`src/rtl/spi_we_pkg.sv`:
```
package spi_we_pkg;
  localparam int DATA_W = 32;
  localparam logic [2:0] A_CLK  = 3'd0;
  localparam logic [2:0] A_DEV  = 3'd1;
  localparam logic [2:0] A_CMD  = 3'd2;
  localparam logic [2:0] A_STAT = 3'd3;
  localparam logic [2:0] A_DATA = 3'd4;
  localparam logic [2:0] OP_READ  = 3'd1;
  localparam logic [2:0] OP_WRITE = 3'd2;
  localparam logic [2:0] OP_INVAL = 3'd4;

  // effective word length from the (bits-1) field, clamped to 8..32
  function automatic logic [5:0] word_bits(input logic [6:0] f);
    int n;
    n = int'(f) + 1;
    if (n < 8) n = 8;
    if (n > 32) n = 32;
    return 6'(n);
  endfunction
endpackage

```
`src/rtl/spi_we_timer.sv`:
```
module spi_we_timer #(
  parameter int DIV_W = 16
) (
  input  logic             clk,
  input  logic             rst,
  input  logic             start,
  input  logic             run,
  input  logic             en,
  input  logic [DIV_W-1:0] div,
  input  logic [1:0]       delay,
  output logic             tick
);
  localparam int CNT_W = DIV_W + 3;

  logic [DIV_W:0]   period, half_a, half_b;
  logic [CNT_W-1:0] cnt, start_val;
  logic             odd;

  always_comb begin
    period    = (div == '0) ? (DIV_W+1)'(2) : ({1'b0, div} + (DIV_W+1)'(1));
    half_b    = period >> 1;
    half_a    = period - half_b;
    start_val = CNT_W'(half_a) + CNT_W'(delay) * CNT_W'(period);
  end

  assign tick = run && en && (cnt == '0);

  always_ff @(posedge clk) begin
    if (rst) begin
      cnt <= '0;
      odd <= 1'b0;
    end else if (start) begin
      cnt <= start_val;
      odd <= 1'b0;
    end else if (tick) begin
      cnt <= odd ? CNT_W'(half_a - 1'b1) : CNT_W'(half_b - 1'b1);
      odd <= ~odd;
    end else if (run && en && cnt != '0) begin
      cnt <= cnt - 1'b1;
    end
  end
endmodule

```
`src/rtl/spi_we_shift.sv`:
```
module spi_we_shift #(
  parameter int DATA_W = 32
) (
  input  logic                        clk,
  input  logic                        rst,
  input  logic                        start,
  input  logic                        tick,
  input  logic                        en,
  input  logic                        cpol_idle,
  input  logic                        cpol_in,
  input  logic                        cpha_in,
  input  logic [$clog2(DATA_W):0]     nbits,
  input  logic                        is_read,
  input  logic [DATA_W-1:0]           tx_word,
  input  logic                        miso,
  output logic                        busy,
  output logic                        done,
  output logic                        sclk,
  output logic                        mosi,
  output logic [DATA_W-1:0]           rx_word
);
  localparam int BW = $clog2(DATA_W) + 1;
  localparam int EW = BW + 1;

  logic [DATA_W-1:0] tx_sr, rx_sr, aligned;
  logic [BW-1:0]     bits_q;
  logic [EW-1:0]     e, last_e;
  logic              cpol_q, cpha_q;

  assign aligned = is_read ? '0 : (tx_word << (DATA_W - int'(nbits)));
  assign last_e  = EW'({bits_q, 1'b0}) - EW'(1);
  assign rx_word = rx_sr;

  always_ff @(posedge clk) begin
    if (rst) begin
      busy <= 1'b0; done <= 1'b0; sclk <= 1'b0; mosi <= 1'b0;
      e <= '0; tx_sr <= '0; rx_sr <= '0;
      cpol_q <= 1'b0; cpha_q <= 1'b0; bits_q <= BW'(8);
    end else begin
      done <= 1'b0;
      if (start) begin
        busy   <= 1'b1;
        e      <= '0;
        cpol_q <= cpol_in;
        cpha_q <= cpha_in;
        bits_q <= nbits;
        rx_sr  <= '0;
        sclk   <= cpol_in;
        if (cpha_in) begin
          tx_sr <= aligned;
          mosi  <= 1'b0;
        end else begin
          tx_sr <= aligned << 1;
          mosi  <= aligned[DATA_W-1];
        end
      end else if (busy) begin
        if (!en) begin
          sclk <= cpol_q;
        end else if (tick) begin
          sclk <= e[0] ? cpol_q : ~cpol_q;
          if (e[0] == cpha_q) begin
            rx_sr <= {rx_sr[DATA_W-2:0], miso};
          end else if (e != last_e) begin
            mosi  <= tx_sr[DATA_W-1];
            tx_sr <= tx_sr << 1;
          end
          if (e == last_e) begin
            busy <= 1'b0;
            done <= 1'b1;
          end
          e <= e + 1'b1;
        end
      end else begin
        sclk <= cpol_idle;
      end
    end
  end
endmodule

```
`src/rtl/spi_word_engine.sv`:
```
module spi_word_engine
  import spi_we_pkg::*;
#(
  parameter int DIV_W  = 16,
  parameter int NUM_CS = 4,
  parameter int FLEN_W = 12
) (
  input  logic              clk,
  input  logic              rst,
  input  logic              reg_wr,
  input  logic              reg_rd,
  input  logic [2:0]        reg_addr,
  input  logic [31:0]       reg_wdata,
  output logic [31:0]       reg_rdata,
  output logic              sclk_o,
  output logic              mosi_o,
  input  logic              miso_i,
  output logic [NUM_CS-1:0] cs_o
);
  localparam int CS_W = (NUM_CS > 1) ? $clog2(NUM_CS) : 1;
  localparam int BW   = $clog2(DATA_W) + 1;

  logic              clk_en_q, wc_q, frame_act, rd_q;
  logic [DIV_W-1:0]  div_q;
  logic [31:0]       dev_q, cmd_q, data_q;
  logic [CS_W-1:0]   cs_sel, cs_new, cs_use;
  logic [FLEN_W-1:0] remain, flen;
  logic [2:0]        op;
  logic              cmd_hit, go, inval, eng_busy;
  logic              sh_busy, sh_done, tick;
  logic [DATA_W-1:0] rx_word;
  logic [BW-1:0]     nbits;
  logic [NUM_CS-1:0] cpol_v, cspol_v, cpha_v, cs_nxt, cs_pol_vec;
  logic [1:0]        dd_v [NUM_CS];

  genvar g;
  generate
    for (g = 0; g < NUM_CS; g++) begin : g_line
      assign cpol_v[g]  = dev_q[8*g];
      assign cspol_v[g] = dev_q[8*g+1];
      assign cpha_v[g]  = dev_q[8*g+2];
      assign dd_v[g]    = dev_q[8*g+3 +: 2];
      assign cs_nxt[g]  = (frame_act && cs_sel == CS_W'(g)) ? cspol_v[g] : ~cspol_v[g];
    end
  endgenerate
  assign cs_pol_vec = cspol_v;

  assign op       = reg_wdata[18:16];
  assign flen     = reg_wdata[FLEN_W-1:0];
  assign cs_new   = reg_wdata[28 +: CS_W];
  assign nbits    = BW'(word_bits(reg_wdata[25:19]));
  assign eng_busy = sh_busy | sh_done;
  assign cmd_hit  = reg_wr && (reg_addr == A_CMD) && !eng_busy;
  assign go       = cmd_hit && (op == OP_READ || op == OP_WRITE);
  assign inval    = cmd_hit && (op == OP_INVAL);
  assign cs_use   = frame_act ? cs_sel : cs_new;

  spi_we_timer #(.DIV_W(DIV_W)) timer_i (
    .clk(clk), .rst(rst), .start(go), .run(sh_busy), .en(clk_en_q),
    .div(div_q), .delay(dd_v[cs_use]), .tick(tick)
  );

  spi_we_shift #(.DATA_W(DATA_W)) shift_i (
    .clk(clk), .rst(rst), .start(go), .tick(tick), .en(clk_en_q),
    .cpol_idle(cpol_v[cs_sel]), .cpol_in(cpol_v[cs_use]), .cpha_in(cpha_v[cs_use]),
    .nbits(nbits), .is_read(op == OP_READ), .tx_word(data_q), .miso(miso_i),
    .busy(sh_busy), .done(sh_done), .sclk(sclk_o), .mosi(mosi_o), .rx_word(rx_word)
  );

  always_ff @(posedge clk) begin
    if (rst) begin
      clk_en_q <= 1'b0; div_q <= '0; dev_q <= '0; cmd_q <= '0; data_q <= '0;
      wc_q <= 1'b0; frame_act <= 1'b0; rd_q <= 1'b0; cs_sel <= '0; remain <= '0;
      reg_rdata <= '0; cs_o <= '1;
    end else begin
      cs_o <= cs_nxt;
      if (reg_wr) begin
        case (reg_addr)
          A_CLK:  begin clk_en_q <= reg_wdata[31]; div_q <= reg_wdata[DIV_W-1:0]; end
          A_DEV:  dev_q  <= reg_wdata;
          A_DATA: data_q <= reg_wdata;
          default: ;
        endcase
      end
      if (go || inval) begin
        cmd_q <= reg_wdata;
        wc_q  <= 1'b0;
      end else if (reg_rd && reg_addr == A_STAT) begin
        wc_q <= 1'b0;
      end
      if (go) begin
        rd_q <= (op == OP_READ);
        if (!frame_act) begin
          frame_act <= 1'b1;
          cs_sel    <= cs_new;
          remain    <= (flen == '0) ? '0 : flen - 1'b1;
        end
      end
      if (inval) frame_act <= 1'b0;
      if (sh_done) begin
        wc_q <= 1'b1;
        if (rd_q) data_q <= rx_word;
        if (remain == '0) frame_act <= 1'b0;
        else              remain    <= remain - 1'b1;
      end
      if (reg_rd) begin
        case (reg_addr)
          A_CLK:   reg_rdata <= {clk_en_q, {(31-DIV_W){1'b0}}, div_q};
          A_DEV:   reg_rdata <= dev_q;
          A_CMD:   reg_rdata <= cmd_q;
          A_STAT:  reg_rdata <= {30'd0, wc_q, eng_busy};
          A_DATA:  reg_rdata <= data_q;
          default: reg_rdata <= '0;
        endcase
      end
    end
  end
endmodule

```
`config.mk`:
```
export PLATFORM = sky130hd
export DESIGN_NAME = spi_word_engine
export DESIGN_NICKNAME = d
export VERILOG_FILES = /design/src/rtl/spi_we_pkg.sv /design/src/rtl/spi_we_timer.sv /design/src/rtl/spi_we_shift.sv /design/src/rtl/spi_word_engine.sv
export SDC_FILE = /design/constraint.sdc
export NUM_CORES = 1
export LEC_CHECK = 0
export ABC_AREA = 0
export BUFFER_PORTS_ARGS = -buffer_cell sky130_fd_sc_hd__buf_2
export CAP_MARGIN = 20
export CORE_UTILIZATION = 40
export DETAILED_ROUTE_END_ITERATION = 8
export PLACE_DENSITY = 0.59
export SLEW_MARGIN = 20
export SYNTH_ARGS = -nofsm -noshare
export SYNTH_HDL_FRONTEND = slang
export SYNTH_SLANG_ARGS = --single-unit
```
`constraint.sdc`:
```
create_clock -name clk -period 4.9 [get_ports clk]
set_clock_uncertainty 0.1 [all_clocks]
set_input_delay 0.245 -clock clk [delete_from_list [all_inputs] [get_ports clk]]
set_output_delay 0.245 -clock clk [all_outputs]
set_load 0.05 [all_outputs]
```
Word level (Yosys, flattened, before mapping)
Cells that the tools add are included.
- bits in registers: 269
- output and inout bits: 38
- $add $sub $neg: 12
- multiply operators: 1
- $lt $le $gt $ge: 5
- eq/ne operators: 15
- shift operators: 1
- multiplexer cells: 64
- bitwise operators: 11
- reduce and logical (&&, ||, !) cells: 35
- operators with widths (cell ; number):
    2-to-1 mux 32 bit ; 12
    case mux 32 bit (5 select lines) ; 1
    2-to-1 mux 19 bit ; 4
    2-to-1 mux 12 bit ; 5
    2-to-1 mux 1 bit ; 32
    << shifter 32 x 32 -> 32 bit ; 1
    logical NOT 12 bit ; 2
    subtractor 12 x 1 -> 12 bit (second input constant) ; 2
    adder 17 x 19 -> 19 bit ; 1
    logical NOT 19 bit ; 1
    multiplier 2 x 17 -> 19 bit ; 1
    nonzero test 19 bit ; 1
    subtractor 19 x 1 -> 19 bit (second input constant) ; 1
    subtractor 17 x 1 -> 18 bit (second input constant) ; 1
    adder 16 x 1 -> 17 bit (second input constant) ; 1
    2-to-1 mux 17 bit ; 1
    subtractor 16 x 1 -> 17 bit (second input constant) ; 1
    subtractor 17 x 16 -> 17 bit ; 1
    logical NOT 16 bit ; 1
    logical AND 1 bit ; 12
    equality test 3 x 2 -> 1 bit (second input constant) ; 3
    inverter 1 bit ; 9
    adder 7 x 1 -> 8 bit (second input constant) ; 1
    > comparator 8 x 6 -> 1 bit (second input constant) ; 1
    other kinds (34) ; 48

Longest topological paths before layout
Gate-level depths: netlist of run 1.
- depth in word-level cells: 10
- depth in mapped cells: 24
- depth with buffers taken out: 24

Hierarchy
A second synthesis of run 1 with hierarchy kept.
- cell total of the unflattened synthesis: 2333
- area, all modules: 18582.8 µm²
- modules (own cells, without submodules) (module ; instances ; cells an instance ; area an instance (µm²)):
    spi_word_engine ; 1 ; 928 ; 7742.4
    spi_we_shift ; 1 ; 687 ; 5676.7
    spi_we_timer ; 1 ; 718 ; 5163.7

Least setup slack after synthesis of run 1
OpenSTA, ideal clock, no wires.
- kind: reg-to-reg
- start point: register div_q[2]
- end point: register timer_i.cnt[18]
- setup time: 0.132 ns
- data arrival time: 5.065 ns
- setup slack: -0.397 ns
- stages on the path, launching flop included: 23
- buffers on the path: 1
- cells stage by stage: dfxtp_1 clkbuf_1 and4_1 and2_1 nand2_1 xor2_1 ha_1 or2_2 nor3_1 a311oi_2 o31ai_1 xnor2_1 inv_1 fa_1 inv_1 ha_1 a21oi_1 o31ai_1 a221oi_1 nor2b_1 o21a_1 o21ai_0 a21oi_1
- word-level cells in the longest chain between the ends: 7
- elaborated cells between the ends (all ways): 11
- RTL lines (what ; RTL line ; RTL):
    start, declared ; spi_word_engine.sv:24 ; logic [DIV_W-1:0] div_q;
    start signal, assigned ; spi_word_engine.sv:79 ; A_CLK: begin clk_en_q <= reg_wdata[31]; div_q <= reg_wdata[DIV_W-1:0]; end
    adder 16 x 1 -> 17 bit / logical NOT 16 bit (equally long branches) ; spi_we_timer.sv:20 ; period = (div == '0) ? (DIV_W+1)'(2) : ({1'b0, div} + (DIV_W+1)'(1));
    2-to-1 mux 17 bit (*) ; spi_we_timer.sv:20 ;
    parallel branches: the longest is 4 deep, another holds multiplier 2 x 17 -> 19 bit ; n/a ;
    2-to-1 mux 19 bit (*) ; spi_we_timer.sv:32 ; end else if (start) begin
    end signal, assigned ; spi_we_timer.sv:33 ; cnt <= start_val;
    end signal, assigned ; spi_we_timer.sv:36 ; cnt <= odd ? CNT_W'(half_a - 1'b1) : CNT_W'(half_b - 1'b1);
    end signal, assigned ; spi_we_timer.sv:39 ; cnt <= cnt - 1'b1;
    end, declared ; spi_we_timer.sv:16 ; logic [CNT_W-1:0] cnt, start_val;
Mark *: on every way between the ends.
A chain may end at the register's enable or synchronous reset.

Worst setup path in the final report of run 1
- start point: register div_q[1]
- end point: register timer_i.cnt[15]
Same word-level chain as after synthesis.

==> impl_metrics.ini, run 1 <==
[synthesis]
synth-edff-count = 0
yosysTopAreaCellShare = 0.2935
ys_seq_area_frac = 0.2935
syn_area_per_cell_um2 = 7.486
syn-num-nets = 2574
synthTopCellsByArea = dfxtp_1 29%, nand2_1 8.6%, a21oi_1 6.8%
synthCells = 2451
yosysUniqueCellTypes = 92
ys_warn_count = 0
ys_ff_latch = 269
syn_area_um2 = 18350
async_flop_share = 0
yosysTopAreaCell = dfxtp_1
ys.flop_type = dfxtp_1

[placement]
io_buffer_count = 77
dp_hpwl_um = 42660
place_congestion = 0.8720
dp_cells = 3148
dpl-instance-area_um2 = 20430

[layout]
nets = 2759
drive_gt1_frac = 0.1914
area_growth_pct = 22.67
fin_area_um2 = 22510
diodes = 0
final_cells = 3260
fill_cells = 4446

[die]
die-width_um = 216.2
io_pins = 78
die_h_um = 216.2
core_area_um2 = 45280
initial_core_util = 0.4052
rows = 78
dieArea_um2 = 46730

[timing]
final_max_slew_viol_count = 0
rsz0062_at_grt = yes
holdWs_ns = 0.01813
worstMarginPinSlew_ns = 1.061
final-setup-viol-count = 4
fmax_ghz = 0.2023
fin_crit_ns = 4.943
tns_ns = -0.08743
period_share = 1.009
max-slew-margin-rel = 0.2924
hold_viol = 0
fin_ws_ns = -0.04312

[power]
powerDensity_nw_per_um2 = 281.2
p_total_mw = 6.329
max-vdd-ir-drop_mv = 0.2405
p_leak_nw = 8.654

[detailed_routing]
via_count = 18420
viasPerCell = 5.649
first_pass_iters = 5
drt_iter0_markers = 1340
wl_um = 59540
wl_per_cell_um = 18.26
route.detailed.drc = 0
drt.antenna.violating_nets = 0

[global_routing]
grt_pass1_wl_um = 95770
antenna_found_initial = 0
grt.overflow.total = 0
grt_pass1_vias = 17660
grt_max_degree = 90
grt.total_usage = 0.2505

[flow_run]
cap_violations = 0

[worst_setup_path]
endpoint_kind = flip-flop
cp_max_fo = 3
reg2reg_from = div_q[1]
worstSetupStartpointType = flip-flop
cp.required_ns = 5.25
crit_arrival_ns = 5.29
critPathLaunch = div_q[1]
setup.worst_path.class = flip-flop to flip-flop

[clocking]
cts_root_buf = clkbuf_16
cts.sinks = 269
path_clk_slew_ns = 0.07
cts_buffer_depth = 3
cts_tree = yes
clk_latency_ns = 0.60
cts_buffers = 31
cts_htree_levels = 1

[hold_path]
hp-class = input pin to flip-flop
hp-start = reg_wdata[19]

[run_status]
status = complete, but fails checks
violations = setup timing
## cells by family after synthesis
group                      synth area share
buffers and inverters               0.05421
and+or+nand+nor                      0.2453
muxes                               0.06437
xor gates and xnor gates            0.04726
adders and majority gates           0.06396
DFF                                  0.2935
AOI/OAI and AO/OA                    0.2314
## metrics by stage
stage,util,setup slack [ns]
after floorplan,-,-0.04269
after global placement,0.4511,-0.3029
after detailed placement,0.4511,-0.5193
after CTS,0.4933,-0.08893
after global routing,0.4970,-0.2930
final,0.4970,-0.04312
## where the power goes
part	total [mW]	internal [mW]	switching (mW)
clock network	2.45	1.46	0.993
registers	2.24	2.21	0.0252
logic	1.64	0.739	0.902
## synthesized netlist by cell type (all sizes together) (50+ instances only)
cell type / n
a21oi: 248
inv: 69
nor3: 63
clkbuf: 150
xnor2: 58
mux2i: 82
dfxtp: 269
nand2: 421
o21ai: 90
nor2: 253
nand3: 50
ha: 65
a211oi: 77
## worst paths after layout
kind	end	slack, ns	cells past startpoint
setup / recovery	timer_i.cnt[15]	-0.04	24
hold / removal	cmd_q[19]	0.02	4
setup reg to reg	timer_i.cnt[15]	-0.04	24
hold reg to reg	cmd_q[27]	0.35	2
## routing by layer
metal	wire, um	part of all wire	GRT usage
met4	1383	0.023	0.07019
met5	0	0	0
met1	27760	0.47	0.3497
met3	2953	0.050	0.02498
met2	27450	0.46	0.4088
## flip-flops by register name (all words and copies together) (netlist names), 2 cells and up
register,count
cmd_q,32
data_q,32
dev_q,32
reg_rdata,32
shift_i.rx_word,32
shift_i.tx_sr,32
timer_i.cnt,19
div_q,16
remain,12
shift_i.e,7
shift_i.bits_q,6
cs_o,4
cs_sel,2
## worst max-delay path, stage by stage (launching register included)
cell,delay [ns]
dfxtp_2,0.35
inv_2,0.05
ha_4,0.15
nor4b_4,0.12
nand4_1,0.17
nand2b_1,0.13
buf_6,0.15
ha_4,0.15
fa_2,0.37
nor3_2,0.16
o311a_1,0.25
a21oi_2,0.10
buf_4,0.15
nor4_4,0.24
nor2_2,0.08
xnor2_2,0.17
inv_1,0.07
fa_1,0.44
ha_2,0.21
or3_4,0.39
nor3_4,0.22
nor3_2,0.09
or3_1,0.37
nand2_1,0.07
a221oi_1,0.07
## layout by cell type (no fill, tap or decap), types with 25 or more instances in the layout
cell / synthesis / layout
xnor2_1: 58 / 51
nand2b_1: 26 / 25
dfxtp_1: 269 / 264
nor3_1: 62 / 55
o21ai_0: 78 / 71
buf_2: 12 / 76
mux2i_1: 81 / 80
buf_4: 2 / 220
ha_1: 65 / 47
xor2_1: 41 / 37
inv_1: 69 / 64
nand3_1: 50 / 49
a211oi_1: 73 / 71
nor2b_1: 41 / 39
clkbuf_16: 0 / 31
a21oi_1: 248 / 239
dlygate4sd3_1: 0 / 31
nor2_1: 253 / 248
a221oi_1: 31 / 30
nand2_1: 421 / 418
## final cells by class
class                      count  area (um^2)  share of cell area
multi-input combinational   1933        12610              0.5603
sequential                   269         5391              0.2395
timing repair buffer         332         2416              0.1073
clock buffer                  44        914.6             0.04064
tap                          600        750.7             0.03335
inverter                      69        259.0             0.01151
clock inverter                13        165.2            0.007338
## timing repair
item                                   CTS  global route
pin swaps                               48            40
gates resized for setup                 71            28
setup endpoints to repair                6            15
endpoints found under the hold margin  102             0
hold buffers                            31             0
buffers inserted                        18             8
Power figures use the tool's default switching activity.
==> run 2, diff against run 1 <==
--- a/config.mk
+++ b/config.mk
@@ -8,6 +8,7 @@
 export ABC_AREA = 0
 export BUFFER_PORTS_ARGS = -buffer_cell sky130_fd_sc_hd__buf_2
 export CAP_MARGIN = 20
+export CORE_ASPECT_RATIO = 1.2
 export CORE_UTILIZATION = 40
 export DETAILED_ROUTE_END_ITERATION = 8
 export PLACE_DENSITY = 0.59
==> impl_metrics.ini, run 2 (synthesized netlist as in run 1, its figures left out) <==
[die]
die-width_um = 197.5
io_pins = 78
rows = 85
die_h_um = 236.6
dieArea_um2 = 46740
core_area_um2 = 45090
initial_core_util = 0.4069

[power]
seqPwrFrac = 0.365
p_sw_mw = 1.867
p_total_mw = 6.127
max-vdd-ir-drop_mv = 0.2978
power_frac_clock = 0.371
swShare = 0.3047
powerDensity_nw_per_um2 = 272.4
intPower_mw = 4.260
p_leak_nw = 8.692
combPwrFrac = 0.264

[clocking]
cts_root_buf = clkbuf_16
cts_buffers = 30
cts_buffer_depth = 3
clk_latency_ns = 0.58
cts_htree_levels = 1
path_clk_slew_ns = 0.06
cts.sinks = 269
cts_tree = yes

[timing]
fin_ws_ns = -0.07511
tns_ns = -0.1109
final_max_slew_viol_count = 0
worstMarginPinSlew_ns = 1.102
fin_crit_ns = 4.975
hold_viol = 0
max-slew-margin-rel = 0.2652
fmax_ghz = 0.2010
period_share = 1.015
holdWs_ns = 0.03487
rsz0062_at_grt = yes
final-setup-viol-count = 2

[layout]
most-common-layout-cells = 418 x nand2_1, 262 x dfxtp_1, 246 x nor2_1
drive_gt1_frac = 0.1922
nets = 2761
final_common_cell = nand2_1
area_growth_pct = 22.58
final_cells = 3268

[global_routing]
grt_pass1_wl_um = 94860
antenna_found_initial = 0
grt_pass1_vias = 17490
grt.total_usage = 0.2519
grt_max_degree = 142
grt.overflow.total = 0

[detailed_routing]
drt.antenna.violating_nets = 0
via_count = 18260
wl_um = 60040
wl_per_cell_um = 18.37
first_pass_iters = 5
route.detailed.drc = 0
viasPerCell = 5.587
drt_iter0_markers = 1091

[placement]
place_congestion = 0.9136
dp_hpwl_um = 43660
dp_cells = 3176
io_buffer_count = 77

[worst_setup_path]
worstSetupStartpointType = flip-flop
endpoint_kind = flip-flop
crit_arrival_ns = 5.30
cp.required_ns = 5.23
rrSetupSlack_ns = -0.08
setup.worst_path.class = flip-flop to flip-flop
cp_max_fo = 5

[run_status]
status = complete, but fails checks
violations = setup timing

[hold_path]
hp-class = input pin to flip-flop

[flow_run]
cap_violations = 0
-- run 2: cell types whose count changed in the layout (fill, tap and decap cells not counted), moves of 3 or more --
| cell | delta |
|---|---|
| clkbuf_1 | +4 |
| clkbuf_8 | -5 |
| ha_1 | +3 |
| ha_4 | -5 |
| nor3_2 | -3 |
| nor3_4 | +3 |
-- run 2: stage by stage --
step | cell area [um^2] | utilization | setup WS [ns]
finish | 22490 | 0.4988 | -0.07511
global route | 22490 | 0.4987 | -0.3351
CTS | 22280 | 0.4940 | -0.02507
detailed placement | 20600 | 0.4569 | -0.4299
global placement | 20590 | 0.4567 | -0.3199
floorplan | 18480 | - | -0.04269
-- run 2: power by group through the flow --
stage | Clock [mW] | Combinational [mW] | Sequential [mW]
final | 2.27 | 1.62 | 2.24
after global routing | 2.38 | 1.77 | 2.24
after CTS | 2.30 | 1.56 | 2.24
after detailed placement | 0 | 1.44 | 2.29
after global placement | 0 | 1.42 | 2.29
after floorplan | 0 | 0.934 | 2.28
-- run 2: timing repair --
item	in CTS	in global routing
hold endpoints to repair	90	0
setup endpoints to repair	6	18
resized for setup	67	40
hold buffers	31	0
pin swaps	21	15
setup buffers	7	1
-- run 2: cell type report --
| cell class | instances | area [um^2] |
|---|---|---|
| antenna | 1 | 2.502 |
| clock buffer | 43 | 860.8 |
| clock inverter | 9 | 107.6 |
| fill | 4470 | 22600 |
| inverter | 69 | 259.0 |
| multi-input combinational | 1933 | 12650 |
| sequential | 269 | 5396 |
| tap | 609 | 762.0 |
| timing repair buffer | 335 | 2451 |
-- run 2: worst max-delay path: stages (launching register included) --
cell and delay, ns:
dfxtp_4 0.37, buf_4 0.12, and4_4 0.23, and2_1 0.16
nand3_1 0.12, xor2_2 0.17, buf_4 0.15, ha_2 0.32
nor2_2 0.15, o2bb2ai_2 0.18, a21oi_4 0.09, or4_4 0.50
a31oi_4 0.19, buf_4 0.15, xnor2_2 0.07, fa_1 0.50
ha_1 0.33, and2_4 0.17, a221oi_4 0.28, nor2b_1 0.08
o21a_1 0.18, o21ai_2 0.11, a21oi_1 0.07
-- run 2: path summary, 6_finish.rpt --
| check | startpoint | end | cells after the start |
|---|---|---|---|
| max | div_q[5] | timer_i.cnt[18] | 22 |
| min | reg_wdata[20] | dev_q[20] | 4 |
| max reg2reg | div_q[5] | timer_i.cnt[18] | 22 |
| min reg2reg | dev_q[30] | dev_q[30] | 2 |
-- run 2: per-layer routing --
layer | global-route usage | part of all wire | vias to the layer above | wire (um)
li1 | - | - | 9016 | -
met2 | 0.4350 | 0.48 | 463 | 28970
met3 | 0.02564 | 0.043 | 96 | 2587
met5 | 0 | 0 | - | 0
met1 | 0.3248 | 0.44 | 8682 | 26640
met4 | 0.08527 | 0.031 | 0 | 1839
